**src/rtl/uart_rx_core.sv**
```systemverilog
module uart_rx_core (
  input  logic       clk,
  input  logic       rst_n,
  input  logic       rx_in,
  input  logic       tick16,
  input  logic [1:0] wlen,
  input  logic       two_stop,
  input  logic       par_en,
  input  logic       par_even,
  input  logic       par_stick,
  input  logic       rd_stb,
  output logic [7:0] rx_byte,
  output logic       rx_ready,
  output logic       err_parity,
  output logic       err_frame,
  output logic       err_overrun
);
  typedef enum logic [2:0] {S_IDLE, S_START, S_DATA, S_PAR, S_STOP, S_HOLD} st_t;

  st_t        st;
  logic [3:0] cnt;
  logic [2:0] bitn;
  logic [7:0] sh;
  logic       pbit;
  logic [1:0] sync;

  wire       rxs      = sync[1];
  wire       mid      = tick16 && (cnt == 4'd15);
  wire       done     = (st == S_STOP) && mid;
  wire [7:0] aligned  = sh >> (2'd3 - wlen);
  wire       exp_par  = par_stick ? ~par_even : ((^aligned) ^ ~par_even);
  wire       last_bit = (bitn == ({1'b0, wlen} + 3'd4));
  wire [3:0] hold_end = (wlen == 2'd0) ? 4'd7 : 4'd15;

  always_ff @(posedge clk or negedge rst_n)
    if (!rst_n) sync <= 2'b11;
    else        sync <= {sync[0], rx_in};

  always_ff @(posedge clk or negedge rst_n) begin
    if (!rst_n) begin
      st   <= S_IDLE;
      cnt  <= '0;
      bitn <= '0;
      sh   <= '0;
      pbit <= 1'b0;
    end else if (tick16) begin
      case (st)
        S_IDLE:
          if (!rxs) begin
            st  <= S_START;
            cnt <= '0;
          end
        S_START:
          if (cnt == 4'd7) begin
            cnt  <= '0;
            bitn <= '0;
            st   <= rxs ? S_IDLE : S_DATA;
          end else cnt <= cnt + 4'd1;
        S_DATA: begin
          cnt <= cnt + 4'd1;
          if (cnt == 4'd15) begin
            sh   <= {rxs, sh[7:1]};
            bitn <= bitn + 3'd1;
            if (last_bit) st <= par_en ? S_PAR : S_STOP;
          end
        end
        S_PAR: begin
          cnt <= cnt + 4'd1;
          if (cnt == 4'd15) begin
            pbit <= rxs;
            st   <= S_STOP;
          end
        end
        S_STOP: begin
          cnt <= cnt + 4'd1;
          if (cnt == 4'd15) st <= two_stop ? S_HOLD : S_IDLE;
        end
        S_HOLD: begin
          cnt <= cnt + 4'd1;
          if (cnt == hold_end) st <= S_IDLE;
        end
        default: st <= S_IDLE;
      endcase
    end
  end

  always_ff @(posedge clk or negedge rst_n) begin
    if (!rst_n) begin
      rx_byte     <= '0;
      rx_ready    <= 1'b0;
      err_parity  <= 1'b0;
      err_frame   <= 1'b0;
      err_overrun <= 1'b0;
    end else if (done) begin
      rx_byte     <= aligned;
      rx_ready    <= 1'b1;
      err_parity  <= par_en && (pbit != exp_par);
      err_frame   <= ~rxs;
      err_overrun <= rx_ready && !rd_stb;
    end else if (rd_stb) begin
      rx_ready    <= 1'b0;
      err_overrun <= 1'b0;
    end
  end

  p_glitch_r2: assert property (@(posedge clk) disable iff (!rst_n)
    (st == S_START && tick16 && cnt == 4'd7 && rxs) |=> (st == S_IDLE));

  p_upper_zero_r3: assert property (@(posedge clk) disable iff (!rst_n)
    ($rose(rx_ready) && $stable(wlen)) |-> ((rx_byte >> (4'd5 + {2'b0, wlen})) == 8'd0));

  p_no_par_err_r6: assert property (@(posedge clk) disable iff (!rst_n)
    ($rose(rx_ready) && !$past(par_en)) |-> !err_parity);

  p_hold_exit_r8: assert property (@(posedge clk) disable iff (!rst_n)
    (st == S_HOLD) |=> (st == S_HOLD || st == S_IDLE));

  p_read_clears_r9: assert property (@(posedge clk) disable iff (!rst_n)
    (rd_stb && !done) |=> (!rx_ready && !err_overrun));

  p_overrun_needs_ready_r10: assert property (@(posedge clk) disable iff (!rst_n)
    err_overrun |-> rx_ready);
endmodule

```
**config.mk**
```make
export PLATFORM = sky130hd
export DESIGN_NAME = uart_rx_core
export DESIGN_NICKNAME = d
export VERILOG_FILES = /design/src/rtl/uart_rx_core.sv
export SDC_FILE = /design/constraint.sdc
export NUM_CORES = 1
export LEC_CHECK = 0
export ABC_CLOCK_PERIOD_IN_PS = 3000
export BUFFER_PORTS_ARGS = -buffer_cell sky130_fd_sc_hd__clkbuf_2
export CAP_MARGIN = 0
export CORE_ASPECT_RATIO = 1.25
export CORE_MARGIN = 2
export CORE_UTILIZATION = 62
export CTS_CLUSTER_SIZE = 20
export DETAILED_ROUTE_END_ITERATION = 16
export PLACE_DENSITY_LB_ADDON = 0.25
export SYNTH_ARGS = -nofsm -noshare
export SYNTH_HDL_FRONTEND = slang
export SYNTH_SLANG_ARGS = --single-unit
export TNS_END_PERCENT = 50
```
**constraint.sdc**
```tcl
create_clock -name clk -period 3 [get_ports clk]
set_input_delay 0.3 -clock clk [delete_from_list [all_inputs] [get_ports clk]]
set_output_delay 0.3 -clock clk [all_outputs]
set_load 0.02 [all_outputs]
```
Word level (Yosys, flattened, before mapping)
Cells that the tools add are included.
Word-level totals
  register bits: 33
  logic and storage cells: 75
Cells by class
  $add $sub $neg: 4
  equal/unequal tests: 17
  shifts and indexed selects: 1
  mux-type cells: 22
  bitwise gates (word level): 3
  reductions and logical operators: 17
Operator list (count)
  3-bit 2-to-1 mux: 11
  3-bit one-hot mux with 6 select lines: 1
  2-bit != test (second input constant): 7
  4-bit 2-to-1 mux: 3
  4-bit one-hot mux with 3 select lines: 1
  3-bit AND reduction: 3
  8-bit AND reduction: 1
  8-bit parity: 1
  8-bit by 2-bit right shift with 8-bit output: 1
  3-bit by 2-bit equality test with 1-bit output (second input constant): 2
  3-bit equality test (second input constant): 2
  3-bit one-hot mux with 2 select lines: 1
  4-bit by 1-bit adder with 4-bit output (second input constant): 1
  4-bit by 3-bit equality test with 1-bit output (second input constant): 1
  4-bit equality test: 1
  4-bit equality test (second input constant): 1
  1-bit logical AND: 4
  1-bit 2-to-1 mux: 4
  4-bit AND reduction: 1
  2-bit nonzero test: 2
  4-bit OR reduction: 1
  2-bit by 3-bit adder with 3-bit output (second input constant): 1
  3-bit by 1-bit adder with 3-bit output (second input constant): 1
  3-bit by 1-bit equality test with 1-bit output (second input constant): 1
  10 further kinds: 11

Logic depth before layout (Yosys ltp)
Gate-level depths: netlist of run 1.
  word-level depth: 7
  mapped depth: 9

Worst setup path before layout of run 1
No wires, ideal clock.
  kind: flip-flop to flip-flop
  start point: reg cnt[0]
  end point: reg st[0]
  arrival time: 1720 ps
  setup slack: 1156 ps
  stages on the path, launching flop included: 9
  path buffers: 1
  period minus slack after synthesis: 1844 ps
  path through: dfrtp_1 > ha_1 > and2_1 > buf_2 > nand3_1 > nor3_1 > nor3_1 > nor4_2 > mux2_2
Between the ends
  longest elaborated chain between the ends: 3
RTL lines
  from (decl): line 21  | logic [3:0] cnt;
  from (signal assigned): line 58  | end else cnt <= cnt + 4'd1;
  from (signal assigned): line 60  | cnt <= cnt + 4'd1;
  from (signal assigned): line 68  | cnt <= cnt + 4'd1;
  4-bit equality test, or another cell as far along: line 80  | if (cnt == hold_end) st <= S_IDLE;
  2-bit != test (no line)
  8-bit AND reduction (no line) (*)
  to (signal assigned): line 57  | st <= rxs ? S_IDLE : S_DATA;
  to (signal assigned): line 64  | if (last_bit) st <= par_en ? S_PAR : S_STOP;
  to (signal assigned): line 76  | if (cnt == 4'd15) st <= two_stop ? S_HOLD : S_IDLE;
  to (decl): line 20  | st_t st;
Every way passes the cells marked *; elsewhere a longest branch is shown, timed or not.
A chain may end at the register's enable or synchronous reset.

Worst setup path in the final report of run 1
  start point: reg cnt[0]
  end point: reg st[1]
The elaborated chain is that of the path after synthesis.

==> results by group, run 1 <==
Outcome
  • Status: completed

Critical path
  • Crit path DAT: 2250 ps
  • Critical Path RT: 3220 ps
  • Crit path launch type: flop
  • CP Class: reg2reg
  • Largest fanout on the critical path: 6
  • Setup crit end kind: flop

Die
  • Die extent in y: 65.5 µm
  • Initial Util: 64.3%
  • Chip width: 53.2 µm
  • Die ar.: 0.00348 mm²
  • IO Pins: 23
  • CORE AREA: 0.00292 mm²
  • Row count: 22

Clock network
  • Htree depth: 2
  • Cts repair resizes: 0
  • Post-CTS setup buffer count: 0
  • Num CTS Buffers: 5
  • Hold Buf Count CTS: 0
  • Clock transition at path regs: 110 ps
  • Clock sink count: 33
  • Worst-case clock buffer depth: 2
  • CTS tree: done
  • Clk Latency, worst-skew pair: 340 ps
  • Root Driver: clkbuf_4

Finish
  • Most frequent cells in the layout: dfrtp_1 (31), nand2_1 (29), clkbuf_2 (22), o21ai_0 (17), nor2_1 (15)
  • ANT cells: 0
  • Non-filler cells, final: 249
  • Final Cell Area: 0.00200 mm²
  • Layout cells sized above 1: 23.0%
  • Area grow syn2layout: 6.80%
  • Nets: 225
  • Most common cell after layout, fill and taps aside: dfrtp_1

GRT
  • Total GRT Usage: 24.9%
  • First-pass GRT wire length: 6260 µm
  • Initial antenna violation count: 0
  • Pin count of the biggest net entering global routing: 34
  • GRT overflow: 0
  • Number of global-route vias before repair: 1451

Power and ir drop
  • P_sw: 0.000444 W
  • Leakage Power: 0.995 nW
  • Sequential power share: 48.9%
  • Logic pwr share: 31.2%
  • Internal power: 0.000760 W
  • Clock power share: 19.8%
  • Sw Share: 36.9%
  • PD cells: 601 mW/mm²
  • Worst vdd ir: 0.000462 V

Timing
  • Layout Skew: 19.4 ps
  • Final Max Slew Viols: 0
  • Final-report hold violation count: 0
  • Max Clk Rate: 493 MHz
  • Tightest Pin Transition: 820 ps
  • Slew headroom: 45.4%
  • RSZ-0062 raised after global routing: no
  • Final setup fails: 0
  • Final Critical Period: 2030 ps
  • Total negative slack: 0 ps
  • Period utilization: 67.7%

Route
  • Post-Route WL: 3720 µm
  • Initial DRC Count: 50
  • Remaining antenna violation count: 0
  • Wl on met1: 1450 µm
  • Routed WL per cell: 15.0 µm
  • Max Used Layer: met4
  • Met3 wire len: 149 µm
  • DR WL met2: 2000 µm
  • Vias/cell: 5.96
  • # DRC: 0
  • Routed vias: 1483
  • Drt pass-1 iters: 4

Hold path
  • Hold crit path type: in2async

Synthesis
  • Cell taking the most area after synthesis: dfrtp_1
  • Share of flip-flops with an asynchronous set or reset: 100%
  • Synth Warn #: 0
  • Synth top area share: 41.4%
  • Synthesized area per cell: 9.57 µm²
  • EDFF count, synth: 0
  • Top FF cell, synth: dfrtp_1
  • Mapped Area: 0.00188 mm²
  • Post-synthesis sequential area ratio: 44.2%
  • Synthesized netlist cell count: 196
  • Syn Nets: 209
  • Yosys reg bits: 33
  • Largest cells by area after synthesis: dfrtp_1 (41%), mux2_2 (6.6%), nand2_1 (5.8%)
  • Distinct cells, synth: 41

Place
  • Placement Cell Area: 0.00195 mm²
  • I/O Buffers: 22
  • Dpl hpwl: 2770 µm
  • Inst Count DP: 241
  • GP Congestion: 0.846

Job
  • Max_cap viols: 0
## registers in the layout, summed over array words and instances (netlist names)
signal	cells
cnt	4
rx_byte	8
sh	8
err_frame	1
err_parity	1
bitn	3
st	3
sync	2
rx_ready	1
pbit	1
err_overrun	1
## power groups by stage
| stage | clock, W | sequential [W] | combinational (W) |
|---|---|---|---|
| final | 0.000239 | 0.000589 | 0.000376 |
| after floorplan | 0 | 0.000579 | 0.000306 |
| after CTS | 0.000246 | 0.000587 | 0.000378 |
| after global placement | 0 | 0.000590 | 0.000358 |
| after detailed placement | 0 | 0.000596 | 0.000376 |
| after global routing | 0.000266 | 0.000600 | 0.000422 |
## metal layers
metal / up-vias / GRT usage [%]
li1: 696 / -
met1: 716 / 26.6
met2: 54 / 43.4
met3: 17 / 6.14
met4: 0 / 14.1
met5: - / 0
## critical path: stages, from the launching register on
cell,delay (ps)
dfrtp_1,380
ha_1,190
and2_1,250
nand3_1,100
nor3_1,200
nor3_1,70
nor4_2,350
mux2_2,390
## Yosys cell counts, types with 2 or more instances
library cell,count
a31oi_1,3
mux2i_1,8
nor2_1,15
dfstp_2,2
o21ai_0,17
buf_2,9
ha_1,2
inv_1,8
xnor2_1,5
a21oi_1,7
and3_1,3
buf_6,2
nand2_1,29
nand2b_1,3
a211oi_1,2
dfrtp_1,31
a22o_1,2
mux2_2,11
nand3_1,7
xor2_1,6
nor3_1,2
and2_1,3
## kinds of logic (layout without fill, tap and decap cells)
group	after synthesis	in the layout	synth area share, %
mux	20	20	12.1
buf+inv	21	38	5.80
simple gates	72	72	18.7
xor+xnor	12	12	6.34
flops	33	33	44.2
compound gates	36	36	11.5
fa+ha+maj	2	2	1.33
## cell type report
cell class	instances	area (µm²)
tap	36	45.0
sequential	33	828
fill	257	915
inverter	8	30.0
clock inverter	2	10.0
timing repair buffer	22	110
multi-input combinational	142	938
clock buffer	6	41.3
## metrics by stage
stage / power [W] / hold WS, ps / setup slack (ps) / util, %
final: 0.00120 / 37.5 / 970 / 68.7
after global routing: 0.00129 / 23.3 / 800 / 68.7
after CTS: 0.00121 / 25.7 / 932 / 68.7
after detailed placement: 0.000972 / 350 / 879 / 66.9
after global placement: 0.000948 / 350 / 981 / 66.9
after floorplan: 0.000884 / 4.41 / 1160 / -
## path summary, 6_finish.rpt
check | start | to | slack, ps | depth (start not counted)
min in group clk | rx_in | sync[0] | 40 | 1
hold / removal | rst_n | rx_byte[3] | 40 | 1
setup reg to reg | cnt[0] | st[1] | 970 | 7
hold reg to reg | sync[0] | sync[1] | 360 | 0
setup / recovery | cnt[0] | st[1] | 970 | 7
max in group asynchronous | rst_n | cnt[1] | 2430 | 1
No activity file was read; power rests on OpenSTA's default activity.
==> inputs of run 2 (changes only) <==
--- a/config.mk
+++ b/config.mk
@@ -5,12 +5,13 @@
 export SDC_FILE = /design/constraint.sdc
 export NUM_CORES = 1
 export LEC_CHECK = 0
-export ABC_CLOCK_PERIOD_IN_PS = 3000
+export ABC_AREA = 1
+export ABC_CLOCK_PERIOD_IN_PS = 2000
 export BUFFER_PORTS_ARGS = -buffer_cell sky130_fd_sc_hd__clkbuf_2
 export CAP_MARGIN = 0
 export CORE_ASPECT_RATIO = 1.25
 export CORE_MARGIN = 2
-export CORE_UTILIZATION = 62
+export CORE_UTILIZATION = 58
 export CTS_CLUSTER_SIZE = 20
 export DETAILED_ROUTE_END_ITERATION = 16
 export PLACE_DENSITY_LB_ADDON = 0.25
==> constraint.sdc (replaced) <==
create_clock -name clk -period 2 [get_ports clk]
set_input_delay 0.2 -clock clk [delete_from_list [all_inputs] [get_ports clk]]
set_output_delay 0.2 -clock clk [all_outputs]
set_load 0.02 [all_outputs]
==> run 2 against run 1 <==
The run now ends with hold timing left; final area grew 11%; sequential share of layout area down 4.0 points; critical endpoint is now err_overrun; combinational power is 56% higher; global-route usage decreased by 1.2 points.
==> results by group, run 2 <==
Critical path
  • Critical Path RT: 2160 ps (-1060 ps)
  • Most frequent CP cell: inv_2
  • Crit path DAT: 1890 ps (-360 ps)
  • Setup crit end kind: flop
  • Crit path launch type: flop
  • CP Class: reg2reg
  • Critical Path Max Stage Delay: 400 ps (about the same)
  • Crit-path cells: ha_1 > nand2_1 > nor2_2 > inv_1 > nor2_1 > inv_2 > nor3_1 > inv_2 > nand3_1 > o21ai_0
  • Crit-path slowest cell: dfrtp_1
  • Largest fanout on the critical path: 23 (+17)

Clock network
  • Clk Latency, worst-skew pair: 290 ps (-50 ps)
  • Post-CTS setup buffer count: 0 (unchanged)
  • CTS tree: done
  • Root Driver: clkbuf_8
  • Clock sink count: 33 (unchanged)
  • Num CTS Buffers: 5 (unchanged)
  • Clock transition at path regs: 70 ps (-40 ps)
  • Worst-case clock buffer depth: 2 (unchanged)
  • Htree depth: 2 (unchanged)

Synthesis
  • Share of flip-flops with an asynchronous set or reset: 100% (unchanged)
  • Mapped Area: 0.00197 mm² (+4.9%)
  • Top post-synthesis cells by count: nand2_1 (109), nand3_1 (33), dfrtp_1 (31)
  • Synthesized area per cell: 6.93 µm² (-28%)
  • Synthesized netlist cell count: 284 (+45%)
  • Largest cells by area after synthesis: dfrtp_1 (39%), nand2_1 (21%), nand3_1 (8.4%)
  • Distinct cells, synth: 28 (-32%)
  • Synth Warn #: 0 (unchanged)
  • Count leader, synth: nand2_1
  • Cell taking the most area after synthesis: dfrtp_1
  • Top FF cell, synth: dfrtp_1
  • Syn Nets: 297 (+42%)
  • Yosys reg bits: 33 (unchanged)
  • Post-synthesis sequential area ratio: 42.1% (-2.1 points)
  • EDFF count, synth: 0 (unchanged)
  • Synth top area share: 39.4% (-1.9 points)

Finish
  • Area grow syn2layout: 12.7%
  • Most common cell after layout, fill and taps aside: nand2_1
  • Most frequent cells in the layout: nand2_1 (109), nand3_1 (33), dfrtp_1 (31), o21ai_0 (29), inv_1 (25)
  • Non-filler cells, final: 346 (+39%)
  • Largest regs: rx_byte (8), sh (8), cnt (4)
  • Layout cells sized above 1: 16.2% (-6.8 points)
  • Nets: 321 (+43%)
  • ANT cells: 0 (unchanged)

Timing
  • Max Clk Rate: 579 MHz (+18%)
  • Final-report hold violation count: 12 (+12)
  • Slew headroom: 45.2% (-0.13 points)
  • Layout Skew: 5.77 ps (-13.7 ps)
  • RSZ-0062 raised after global routing: no
  • Period utilization: 86.3% (+19 points)
  • Total negative slack: 0 ps (unchanged)
  • Tightest Pin Transition: 822 ps (+2.00 ps)
  • Final setup fails: 0 (unchanged)
  • Final Max Slew Viols: 0 (unchanged)
  • Final Critical Period: 1730 ps (-304 ps)
  • WHS: -6.55 ps (-44.0 ps)

Place
  • Inst Count DP: 337 (+40%)
  • Dpl hpwl: 2900 µm (+4.4%)
  • GP Congestion: 0.891 (+5.3%)
  • I/O Buffers: 22 (unchanged)

Route
  • # DRC: 0 (unchanged)
  • Vias/cell: 5.26 (-12%)
  • Remaining antenna violation count: 0 (unchanged)
  • Post-Route WL: 3960 µm (+6.2%)
  • Routed WL per cell: 11.4 µm (-24%)
  • Drt pass-1 iters: 5 (+1)
  • Initial DRC Count: 61 (+22%)
  • Routed vias: 1820 (+23%)

Power and ir drop
  • Worst vdd ir: 0.000687 V (+49%)
  • PD cells: 961 mW/mm² (+60%)
  • Clock power share: 30.4% (+11 points)
  • Total power: 0.00213 W (+77%)
  • Internal power: 0.00140 W (+84%)
  • Leakage Power: 1.19 nW (+19%)
  • Sw Share: 34.4% (-2.5 points)
  • P_sw: 0.000732 W (+65%)
  • Logic pwr share: 27.5% (-3.7 points)
  • Sequential power share: 42.1% (-6.8 points)

Die
  • IO Pins: 23 (unchanged)
  • Chip width: 56.1 µm (+5.4%)
  • Die extent in y: 69.1 µm (+5.5%)
  • CORE AREA: 0.00322 mm² (+10%)
  • Die ar.: 0.00388 mm² (+11%)
  • Initial Util: 61.0% (-3.3 points)
  • Row count: 23 (+4.5%)

GRT
  • Number of global-route vias before repair: 1762 (+21%)
  • Pin count of the biggest net entering global routing: 34 (unchanged)
  • Total GRT Usage: 23.8% (-1.2 points)
  • GR peak layer: met2
  • GRT met2 Usage: 39.6% (-3.8 points)
  • GRT overflow: 0 (unchanged)
  • Met3 Track Usage GR: 6.00% (-0.13 points)
  • Initial antenna violation count: 0 (unchanged)
  • Met1 usage: 28.3% (+1.7 points)
  • First-pass GRT wire length: 7380 µm (+18%)

Outcome
  • Status: finished with violations
  • Violated checks: hold timing

Job
  • Max_cap viols: 0 (unchanged)

Hold path
  • Hold crit path type: in2async
run 2: path summary, 6_finish.rpt:
path | endpoint | cells after the start | from | slack [ps]
max reg2reg | err_overrun | 10 | cnt[0] | 270
min in group clk | rx_ready | 4 | rd_stb | 190
min reg2reg | sync[1] | 0 | sync[0] | 360
max | err_overrun | 10 | cnt[0] | 270
max in group asynchronous | bitn[2] | 1 | rst_n | 1490
min | sh[1] | 1 | rst_n | -7
run 2: cells by family (layout without fill, tap and decap cells):
logic type      after synthesis  count (layout)  share of synthesized area (%)
xor+xnor                      1               1                          0.445
buf+inv                      41              66                           8.97
compound gates               40              40                           10.9
mux                           1               1                          0.572
fa+ha+maj                     2               2                           1.27
flops                        33              33                           42.1
simple gates                166             166                           35.7
run 2: cell type report:
class,count,area [µm²]
Timing Repair Buffer,26,143
Clock buffer,7,86.3
Fill cell,290,1010
Tap cell,37,46.3
Clock inverter,1,30.0
Inverter,32,120
Multi-Input combinational cell,210,962
Sequential cell,33,828
run 2: what timing repair did:
| action | in CTS | in global routing |
|---|---|---|
| hold buffers | 1 | 0 |
| gates resized for setup | 0 | 1 |
| hold endpoints to repair | 1 | 0 |
| endpoints found under the setup margin | 0 | 11 |
run 2: worst max-delay path, delay by kind of cell (launching register included):
family | cells | cell delay, ps
AND/OR/NAND/NOR | 5 | 640
flip-flops | 1 | 400
buffers and inverters | 3 | 310
adder cells (fa/ha/maj) | 1 | 180
AO/OA/AOI/OAI | 1 | 80
run 2: metrics by stage:
step | setup WS (ps) | cell area [µm²] | util (%)
2_1_floorplan | 422 | 1970 | -
3_3_place_gp | 235 | 2090 | 64.8
3_5_place_dp | 157 | 2090 | 64.8
4_1_cts | 159 | 2220 | 68.8
5_1_grt | 56.5 | 2220 | 68.8
6_report | 274 | 2220 | 68.8
run 2: power by group through the flow:
stage          registers [W]  clock network, W  logic [W]
3_3_place_gp        0.000903                 0   0.000578
4_1_cts             0.000895          0.000664   0.000590
6_report            0.000896          0.000647   0.000586
5_1_grt             0.000917          0.000692   0.000697
3_5_place_dp        0.000906                 0   0.000585
2_1_floorplan       0.000886                 0   0.000464
run 2: per-layer routing:
metal | vias up | part of all wire [%]
met5 | - | 0
li1 | 968 | -
met2 | 38 | 49
met4 | 0 | 2.7
met1 | 803 | 44
met3 | 11 | 4.3
